[src/rtl/fanTachPkg.sv]
package fanTachPkg;

  // Events from the datapath to the failure control.
  typedef struct packed {
    logic stallHit;   // no rising edge for the full timeout
    logic satHit;     // saturated-measurement run reached its limit
    logic detEn;      // detect-enable flag as held in the datapath
  } dpEvt_t;

  // Strobes from the failure control back to the datapath.
  typedef struct packed {
    logic restartMon; // clear the stall and saturation monitors
  } ctlCmd_t;

  typedef enum logic {
    ST_WATCH  = 1'b0,
    ST_FAILED = 1'b1
  } ctlState_t;

endpackage

[src/rtl/fanTachDatapath.sv]
module fanTachDatapath
  import fanTachPkg::*;
#(
  parameter int CNT_W     = 8,
  parameter int TICK_DIV  = 4,
  parameter int STALL_CYC = 25000000,
  parameter int SAT_RUN   = 8,
  parameter int SLOW_CNT  = 200
) (
  input  logic             clk,
  input  logic             rstN,
  input  logic             fgIn,
  input  logic             wrTargetStb,
  input  logic [CNT_W-1:0] targetIn,
  input  logic             wrCfgStb,
  input  logic             cfgIn,
  input  ctlCmd_t          cmd,
  output dpEvt_t           evt,
  output logic [CNT_W-1:0] actualCnt,
  output logic [CNT_W-1:0] targetCnt,
  output logic             outOfWindow,
  output logic             tooSlow
);

  localparam int PRE_W   = (TICK_DIV > 1) ? $clog2(TICK_DIV) : 1;
  localparam int STALL_W = $clog2(STALL_CYC + 1);
  localparam int RUN_W   = $clog2(SAT_RUN + 1);
  localparam int EXT_W   = CNT_W + 2;
  localparam logic [CNT_W-1:0] CNT_MAX = {CNT_W{1'b1}};

  // Synchronizer and rising-edge detect
  logic fgMeta, fgSync, fgPrev, fgRise;

  always_ff @(posedge clk) begin
    if (!rstN) begin
      fgMeta <= 1'b0;
      fgSync <= 1'b0;
      fgPrev <= 1'b0;
    end else begin
      fgMeta <= fgIn;
      fgSync <= fgMeta;
      fgPrev <= fgSync;
    end
  end

  assign fgRise = fgSync && !fgPrev;

  // Registers written by software
  logic detEn;

  always_ff @(posedge clk) begin
    if (!rstN) begin
      targetCnt <= CNT_MAX;
      detEn     <= 1'b0;
    end else begin
      if (wrTargetStb) targetCnt <= targetIn;
      if (wrCfgStb)    detEn     <= cfgIn;
    end
  end

  // Reference tick and period counter, both restarted on each edge
  logic [PRE_W-1:0] preCnt;
  logic             refTick;
  logic [CNT_W-1:0] periodCnt;
  logic             armed;
  logic             measDone;

  assign refTick  = (preCnt == PRE_W'(TICK_DIV - 1));
  assign measDone = fgRise && armed;

  always_ff @(posedge clk) begin
    if (!rstN) begin
      preCnt    <= '0;
      periodCnt <= '0;
      armed     <= 1'b0;
      actualCnt <= CNT_MAX;
    end else if (fgRise) begin
      preCnt    <= '0;
      periodCnt <= '0;
      armed     <= 1'b1;
      if (armed) actualCnt <= periodCnt;
    end else begin
      preCnt <= refTick ? '0 : preCnt + 1'b1;
      if (refTick && periodCnt != CNT_MAX) periodCnt <= periodCnt + 1'b1;
    end
  end

  a_r3_hold_between_edges : assert property (@(posedge clk) disable iff (!rstN)
    !measDone |=> $stable(actualCnt));

  // Stall monitor
  logic [STALL_W-1:0] stallCnt;
  logic               stallHit;

  assign stallHit = detEn && !fgRise && (stallCnt == STALL_W'(STALL_CYC - 1));

  always_ff @(posedge clk) begin
    if (!rstN || !detEn || fgRise || cmd.restartMon) begin
      stallCnt <= '0;
    end else if (!stallHit) begin
      stallCnt <= stallCnt + 1'b1;
    end
  end

  a_r7_stall_bound : assert property (@(posedge clk) disable iff (!rstN)
    stallCnt < STALL_W'(STALL_CYC));

  a_r6_stall_idle_off : assert property (@(posedge clk) disable iff (!rstN)
    !detEn |=> stallCnt == '0);

  // Saturated-measurement run monitor
  logic [RUN_W-1:0] satRun;
  logic             satMeas;
  logic             satHit;

  assign satMeas = measDone && (periodCnt == CNT_MAX);
  assign satHit  = detEn && satMeas && (satRun == RUN_W'(SAT_RUN - 1));

  always_ff @(posedge clk) begin
    if (!rstN || !detEn || cmd.restartMon) begin
      satRun <= '0;
    end else if (measDone) begin
      if (!satMeas)     satRun <= '0;
      else if (!satHit) satRun <= satRun + 1'b1;
    end
  end

  a_r8_run_bound : assert property (@(posedge clk) disable iff (!rstN)
    satRun < RUN_W'(SAT_RUN));

  a_r8_run_restart : assert property (@(posedge clk) disable iff (!rstN)
    (measDone && !satMeas) |=> satRun == '0);

  // Speed window and low-speed compare
  logic [EXT_W-1:0] tgtExt, actExt, margin, hiLim, loLim;

  always_comb begin
    tgtExt      = EXT_W'(targetCnt);
    actExt      = EXT_W'(actualCnt);
    margin      = tgtExt / EXT_W'(5);
    hiLim       = tgtExt + margin;
    loLim       = tgtExt - margin;
    outOfWindow = (actExt > hiLim) || (actExt < loLim);
    tooSlow     = (actualCnt > CNT_W'(SLOW_CNT));
  end

  assign evt.stallHit = stallHit;
  assign evt.satHit   = satHit;
  assign evt.detEn    = detEn;

endmodule

[src/rtl/fanTachControl.sv]
module fanTachControl
  import fanTachPkg::*;
(
  input  logic    clk,
  input  logic    rstN,
  input  dpEvt_t  evt,
  input  logic    ackStb,
  output ctlCmd_t cmd,
  output logic    failFlag
);

  ctlState_t state, stateNext;
  logic      clearOk;

  assign clearOk = ackStb && !evt.detEn;

  always_comb begin
    stateNext      = state;
    cmd.restartMon = 1'b0;
    unique case (state)
      ST_WATCH: begin
        if (evt.detEn && (evt.stallHit || evt.satHit)) begin
          stateNext      = ST_FAILED;
          cmd.restartMon = 1'b1;
        end
      end
      ST_FAILED: begin
        if (clearOk) stateNext = ST_WATCH;
      end
      default: stateNext = ST_WATCH;
    endcase
  end

  always_ff @(posedge clk) begin
    if (!rstN) state <= ST_WATCH;
    else       state <= stateNext;
  end

  assign failFlag = (state == ST_FAILED);

  a_r6_no_fail_when_off : assert property (@(posedge clk) disable iff (!rstN)
    !evt.detEn |=> !$rose(failFlag));

  a_r7_fail_has_cause : assert property (@(posedge clk) disable iff (!rstN)
    $rose(failFlag) |-> $past(evt.stallHit || evt.satHit));

  a_r9_fail_sticky : assert property (@(posedge clk) disable iff (!rstN)
    (failFlag && !clearOk) |=> failFlag);

  a_r9_clear_needs_off : assert property (@(posedge clk) disable iff (!rstN)
    $fell(failFlag) |-> $past(ackStb && !evt.detEn));

endmodule

[src/rtl/fanTachSup.sv]
module fanTachSup
  import fanTachPkg::*;
#(
  parameter int CNT_W     = 8,
  parameter int TICK_DIV  = 4,
  parameter int STALL_CYC = 25000000,
  parameter int SAT_RUN   = 8,
  parameter int SLOW_CNT  = 200
) (
  input  logic             clk,
  input  logic             rstN,
  input  logic             fgIn,
  input  logic             wrTargetStb,
  input  logic [CNT_W-1:0] targetIn,
  input  logic             wrCfgStb,
  input  logic             cfgIn,
  input  logic             ackStb,
  output logic [CNT_W-1:0] targetCnt,
  output logic [CNT_W-1:0] actualCnt,
  output logic [7:0]       statusByte,
  output logic             alertN
);

  dpEvt_t  evt;
  ctlCmd_t cmd;
  logic    outOfWindow, tooSlow, failFlag;

  fanTachDatapath #(
    .CNT_W(CNT_W), .TICK_DIV(TICK_DIV), .STALL_CYC(STALL_CYC),
    .SAT_RUN(SAT_RUN), .SLOW_CNT(SLOW_CNT)
  ) dp (
    .clk(clk), .rstN(rstN), .fgIn(fgIn),
    .wrTargetStb(wrTargetStb), .targetIn(targetIn),
    .wrCfgStb(wrCfgStb), .cfgIn(cfgIn),
    .cmd(cmd), .evt(evt),
    .actualCnt(actualCnt), .targetCnt(targetCnt),
    .outOfWindow(outOfWindow), .tooSlow(tooSlow)
  );

  fanTachControl ctl (
    .clk(clk), .rstN(rstN), .evt(evt), .ackStb(ackStb),
    .cmd(cmd), .failFlag(failFlag)
  );

  assign statusByte = {5'b00000, failFlag, tooSlow, outOfWindow};
  assign alertN     = !failFlag;

  a_r7_alert_tracks_fail : assert property (@(posedge clk) disable iff (!rstN)
    $rose(statusByte[2]) |-> !alertN);

endmodule

[config.mk]
export PLATFORM = sky130hd
export DESIGN_NAME = fanTachSup
export DESIGN_NICKNAME = d
export VERILOG_FILES = /design/src/rtl/fanTachPkg.sv /design/src/rtl/fanTachDatapath.sv /design/src/rtl/fanTachControl.sv /design/src/rtl/fanTachSup.sv
export SDC_FILE = /design/constraint.sdc
export NUM_CORES = 1
export LEC_CHECK = 0
export BUFFER_PORTS_ARGS = -buffer_cell sky130_fd_sc_hd__clkbuf_2
export CORE_UTILIZATION = 30
export DETAILED_ROUTE_END_ITERATION = 16
export PLACE_DENSITY_LB_ADDON = 0.2
export SLEW_MARGIN = 10
export SYNTH_ARGS = -nofsm -noshare
export SYNTH_HDL_FRONTEND = slang
export SYNTH_SLANG_ARGS = --single-unit
[constraint.sdc]
create_clock -name clk -period 14.2 [get_ports clk]
set_clock_uncertainty 0.1 [all_clocks]
set_input_delay 0.71 -clock clk [delete_from_list [all_inputs] [get_ports clk]]
set_output_delay 0.71 -clock clk [all_outputs]
set_load 0.01 [all_outputs]
==> impl_results.md, run 1 <==
- Mapped cell area: 4415 sq um
- Min-Delay Path Class: flop to flop
- Final period util: 0.7305
- Setup_tns: 0 ns
- Data required, critical path: 13.39 ns
- Max incr delay on CP: 0.81 ns
- Final Net Count: 623
- Post-DRT Antenna Nets: 0
- Count leader, synth: nor2_1
- Max-cap viol count: 0
- Synthesized flop and latch total: 61
- Hold_buf cts: 0
- Min Tclk post-route: between 10 and 15 ns
- Avg Synthesized Cell Area: 7.999 sq um
- Global route total overflow: 0
- CTS clk-pin slew, worst paths: about 0.05 ns
- Status: completed
- Post-DP HPWL: between 7000 and 8000 um
- Synthesized instance count: 552
- I/O Pins: 40
- Vias in the first global route: 3,730
- Critical Path AT: 9.56 ns
- Clock network latency to the later pin of the worst-skew pair: 0.34 ns
- Area grow syn2layout: 13.57%
- Hold path start: dp.fgMeta
- CTS H-tree depth: 3
- Routed wire length: 10,490 um
- CP max-delay cell: dfxtp_1
- Worst Max-Slew Pin Slew: 0.8477 ns
- Setup Fix Bufs, Post-CTS: 0
- Post-synth top cells: 67 x nor2_1, 61 x dfxtp_1, 53 x nand2_1, 35 x ha_1, 27 x xor2_1
- Die H: 123.3 um
- Initial DRC Count: 177
- Top FF cell, synth: dfxtp_1
- Layout cells sized above 1: 0.1128
- Overall power: 0.6552 mW
- Power Dens Cells: 130.7 nW/um^2
- Slew HR: 0.4305
- Fillers: 1,474
- Chip Width: 123.3 um
- Final setup fails: 0
- Yosys warnings: 0
- Initial Util: 0.3132
- Worst r2r src: dp.stallCnt[2]
- Largest net degree at the start of global routing: 26
- RSZ-0062 raised after global routing: no
- Root buffer cell: clkbuf_16
- Drt pass-1 iters: 4
- Count of cell types in the netlist: 75
- Synth area leaders: dfxtp_1 28%, ha_1 9.9%, nor2_1 5.7%
- WS Path Type: flop to output port
- Area leader, netlist: dfxtp_1
- CP Max Fanout: 22
- Post-synth top area share: 0.2766
- Initial antenna violation count: 0
- # placed instances: 740
- Wire per inst: between 10 and 15 um
- Worst setup margin: 3.827 ns
- Max Clk Rate: 0.09640 GHz
- Buffers on Ports: 34
- # resized after CTS: 0
- First-pass GRT wire length: about 18,000 um
- Leak Pwr: roughly 2 nW
- Diodes inserted: 0
- Via count: approximately 3,900
- Tot GR Track Use: 0.1495
- CTS tree: yes
- Final cell count without fillers: 756
- Seq/Total Area, Yosys: 0.2766
- Core area: 14,100 sq um
- Die area: 15,210 sq um
- Crit path from: dp.targetCnt[6]
- Sinks on Clock Net: 61
- Vias per cell: between 5 and 6
- Crit path capture type: output port
- Startpoint Class: flop
- Clk buf depth: 2
- Final hold vios: 0
- Final Max Tran Viols: 0
- Cell Rows: 43
- Post-synth ARST share: 0
- Final GP Congestion: 0.8361
- Num CTS Buffers: 9
- Most used cell along the critical path: o21a_1
- Max VDD drop: 0.08730 mV
- Dpl ws: 4.242 ns
- Fin util: 0.3558
- # DRC: 0
- EDFF count, synth: 0
[path summary, 6_finish.rpt]
kind | to | depth (start not counted) | slack [ns]
setup / recovery | statusByte[0] | 39 | 3.83
hold / removal | dp.fgSync | 1 | 0.33
setup reg to reg | dp.stallCnt[15] | 8 | 11.43
hold reg to reg | dp.fgSync | 1 | 0.33
[placed cells by master, fill, tap and decap left out, types with 4 or more instances in the layout]
| master | synthesis | final |
|---|---|---|
| nor2_1 | 67 | 67 |
| dfxtp_1 | 61 | 61 |
| nand2_1 | 53 | 53 |
| ha_1 | 35 | 35 |
| clkbuf_2 | 0 | 34 |
| xor2_1 | 27 | 27 |
| a21oi_1 | 24 | 24 |
| inv_1 | 21 | 21 |
| o21ai_0 | 21 | 21 |
| xnor2_1 | 21 | 21 |
| nand3_1 | 20 | 20 |
| nor3_1 | 18 | 18 |
| nand2b_1 | 12 | 12 |
| nor2b_1 | 11 | 11 |
| nand4_1 | 10 | 10 |
| o21a_1 | 10 | 10 |
| and3_1 | 9 | 9 |
| clkbuf_16 | 0 | 9 |
| o211ai_1 | 8 | 8 |
| mux2i_1 | 6 | 6 |
| and2_1 | 6 | 6 |
| conb_1 | 1 | 5 |
| o31a_1 | 4 | 4 |
| nor3b_1 | 4 | 4 |
| or3_1 | 4 | 4 |
[flip-flops by register name, summed over array words and instances (netlist names), 2 cells and up]
signal        flops
dp.periodCnt      8
dp.actualCnt      8
dp.satRun         4
dp.targetCnt      8
dp.preCnt         2
dp.stallCnt      25
[logic make-up (layout without fill, tap and decap cells)]
family	Yosys count	in the layout	synth area share
buf+inv	53	73	0.05384
compound gates	112	112	0.1833
mux	9	9	0.02267
simple gates	230	230	0.2570
xor+xnor	48	48	0.09521
flops	61	61	0.2766
fa+ha+maj	38	38	0.1105
other cells	1	5	0.0008493
[power by group]
part / internal (mW) / switching [mW] / total (mW)
Clock: 0.171 / 0.0826 / 0.254
Combinational: 0.0985 / 0.120 / 0.219
Sequential: 0.175 / 0.00798 / 0.183
Total: 0.445 / 0.211 / 0.655
[area by class of cell]
cell class | instances | area (sq um) | share of cell area
Clock buffer | 10 | 229.0 | 0.04566
Clock inverter | 6 | 111.4 | 0.02221
Inverter | 23 | 86.33 | 0.01722
Multi-Input combinational cell | 442 | 2972 | 0.5926
Sequential cell | 61 | 1221 | 0.2435
Tap cell | 180 | 225.2 | 0.04491
Timing Repair Buffer | 34 | 170.2 | 0.03393
[critical path, delay by kind of cell (launching register included)]
family          cells  cell delay [ns]
fa+ha+maj           7             2.49
compound gates     19             3.33
xor+xnor            1             0.17
simple gates        8             1.87
flops               1             0.81
buf+inv             4             0.57
[per-layer routing]
metal	vias up	global-route usage	wire, um
met2	85	0.2392	4769
met3	12	0.02860	433
li1	1972	-	-
met4	0	0.06627	212
met5	-	0	0
met1	1806	0.1942	5069
[metrics by stage]
stage	cell area, sq um	hold WS, ns
finish	5015	0.3313
global route	5015	0.3616
CTS	5015	0.3323
detailed placement	4674	0.3200
global placement	4674	0.3147
floorplan	4431	0.3084
No activity file was read; power rests on OpenSTA's default activity.
==> inputs of run 2 (changes only) <==
==> constraint.sdc (replaced) <==
create_clock -name clk -period 9.45 [get_ports clk]
set_clock_uncertainty 0.1 [all_clocks]
set_input_delay 0.4725 -clock clk [delete_from_list [all_inputs] [get_ports clk]]
set_output_delay 0.4725 -clock clk [all_outputs]
set_load 0.01 [all_outputs]
==> impl_results.md, run 2 (same netlist as run 1, synthesis figures left out) <==
- Hold_buf cts: 0 (unchanged)
- Post-DP Area: 4727 sq um (+1.1%)
- Sinks on Clock Net: 61 (unchanged)
- Power Dens Cells: 181.6 nW/um^2 (+39%)
- Final cell count without fillers: 763 (+0.93%)
- Overall power: 0.9210 mW (+41%)
- CTS H-tree depth: 3 (unchanged)
- Min Tclk post-route: 8.904 ns
- Most frequent cells in the layout: 66 x nor2_1, 60 x dfxtp_1, 53 x nand2_1
- Fin util: 0.3598 (+0.003994)
- DRT met1 WL: 5244 um (+3.5%)
- Tot GR Track Use: 0.1465 (-0.003000)
- Root buffer cell: clkbuf_16
- Multi-input logic area: 3037 sq um (+2.2%)
- Largest net degree at the start of global routing: 26 (unchanged)
- Routed wire length: 10,470 um (-0.11%)
- Top Family by Delay on Critical Path: compound AO/OA/AOI/OAI gates
- # placed instances: 747 (+0.95%)
- Initial antenna violation count: 0 (unchanged)
- Hold path start: targetIn[2]
- WL met3: 294 um (-32%)
- Initial Util: 0.3132 (unchanged)
- Final Max Tran Viols: 0 (unchanged)
- Status: completed
- First-pass GRT wire length: 17,660 um (-0.50%)
- Buffers on Ports: 34 (unchanged)
- Worst Max-Slew Pin Slew: 0.8282 ns (-0.01954 ns)
- Final setup fails: 0 (unchanged)
- Most flop-heavy register: dp.stallCnt
- Initial DRC Count: 175 (-1.1%)
- Final Net Count: 630 (+1.1%)
- Num CTS Buffers: 9 (unchanged)
- Chip Width: 123.3 um (unchanged)
- Wire per inst: 13.73 um (-1.0%)
- Max incr delay on CP: 0.60 ns (-0.21 ns)
- Crit path from: dp.targetCnt[0]
- Slew HR: 0.4436 (+0.01313)
- WS Path Type: flop to output port
- Final hold vios: 0 (unchanged)
- Setup_tns: 0 ns (unchanged)
- Clock network latency to the later pin of the worst-skew pair: 0.33 ns (about the same)
- Highest Signal Layer: met4
- CP Max Fanout: 7 (-68%)
- Worst Path Buf+Inv: 3 (-1)
- Dpl ws: 0.4165 ns (-3.826 ns)
- Die H: 123.3 um (unchanged)
- Worst setup margin: 0.5462 ns (-3.280 ns)
- RSZ-0062 raised after global routing: no
- Global route total overflow: 0 (unchanged)
- Worst r2r src: dp.stallCnt[2]
- Crit path capture type: output port
- Drt pass-1 iters: 6 (+2)
- Final GP Congestion: 0.8944 (+7.0%)
- Vias per cell: 5.067 (-1.1%)
- Post-DRT Antenna Nets: 0 (unchanged)
- Leak Pwr: 2.035 nW (+1.3%)
- Critical Path AT: 8.33 ns (-1.23 ns)
- # DRC: 0 (unchanged)
- Die area: 15,210 sq um (unchanged)
- Via count: 3,866 (-0.23%)
- Commonest non-fill, non-tap cell in the layout: nor2_1
- CP max-delay cell: or4_4
- Clk buf depth: 2 (unchanged)
- Max Clk Rate: 0.1123 GHz
- Core area: 14,100 sq um (unchanged)
- Final period util: 0.9422
- Min-Delay Path Class: primary input to flop
- Post-DP HPWL: 7828 um (+0.79%)
- Max VDD drop: 0.1070 mV (+23%)
- Met2 Routed Length: 4733 um (-0.75%)
- Setup Fix Bufs, Post-CTS: 0 (unchanged)
- I/O Pins: 40 (unchanged)
- Fillers: 1,499 (+1.7%)
- CTS clk-pin slew, worst paths: 0.05 ns (about the same)
- Final Cell Area: 5071 sq um (+1.1%)
- Startpoint Class: flop
- CTS tree: yes
- Worst hold slack: 0.2616 ns (-0.06965 ns)
- Vias in the first global route: 3,764 (+0.91%)
- Most used cell along the critical path: o21a_1
- Layout cells sized above 1: 0.1407 (+0.02780)
- Diodes inserted: 0 (unchanged)
- Cell Rows: 43 (unchanged)
- Max-cap viol count: 0 (unchanged)
- Seq. cell area: 1222 sq um (+0.10%)
- Area grow syn2layout: 14.85%
- Data required, critical path: 8.88 ns (-4.51 ns)
- Number of flip-flops in the largest register: 25 (unchanged)
==> run 2: cell types whose count changed in the layout (fill, tap and decap cells not counted), moves of 2 or more <==
cell / before / now
buf_4: 0 / 7
bufinv_16: 3 / 0
ha_1: 35 / 33
nand2b_4: 0 / 2
==> run 2: final cells by class <==
type                       instances  share of cell area
inverter                          23             0.01702
sequential                        61              0.2411
clock buffer                      11             0.04787
multi-input combinational        442              0.5988
clock inverter                     5            0.006908
timing repair buffer              41             0.04392
tap                              180             0.04441
==> run 2: path summary, 6_finish.rpt <==
| check | endpoint | slack, ns | depth (start not counted) |
|---|---|---|---|
| worst min-delay path | dp.targetCnt[2] | 0.26 | 3 |
| worst max register to register | dp.stallCnt[12] | 6.67 | 8 |
| worst min register to register | dp.preCnt[0] | 0.33 | 1 |
| worst max-delay path | statusByte[0] | 0.55 | 35 |
==> run 2: report_power, final <==
group	internal [mW]	leakage (nW)	switching (mW)
sequential	0.263	0.495	0.00518
clock	0.185	0.136	0.116
combinational	0.160	1.40	0.192
==> run 2: worst reg2reg max path, delay by kind of cell (launching register included) <==
kind / cells / cell delay, ns
AND/OR/NAND/NOR: 7 / 1.98
flip-flops: 1 / 0.39
AO/OA/AOI/OAI: 1 / 0.17
==> run 2: routing by layer <==
metal,vias up,track usage
li1,1987,-
met1,1803,0.1917
met2,59,0.2388
met3,17,0.02491
met4,0,0.05648
met5,-,0
==> run 2: timing repair <==
item / in CTS / in global routing
hold endpoints to repair: 0 / 0
endpoints found under the setup margin: 1 / 1
gates cloned: 0 / 0
resized for setup: 1 / 13
pin swaps: 0 / 1
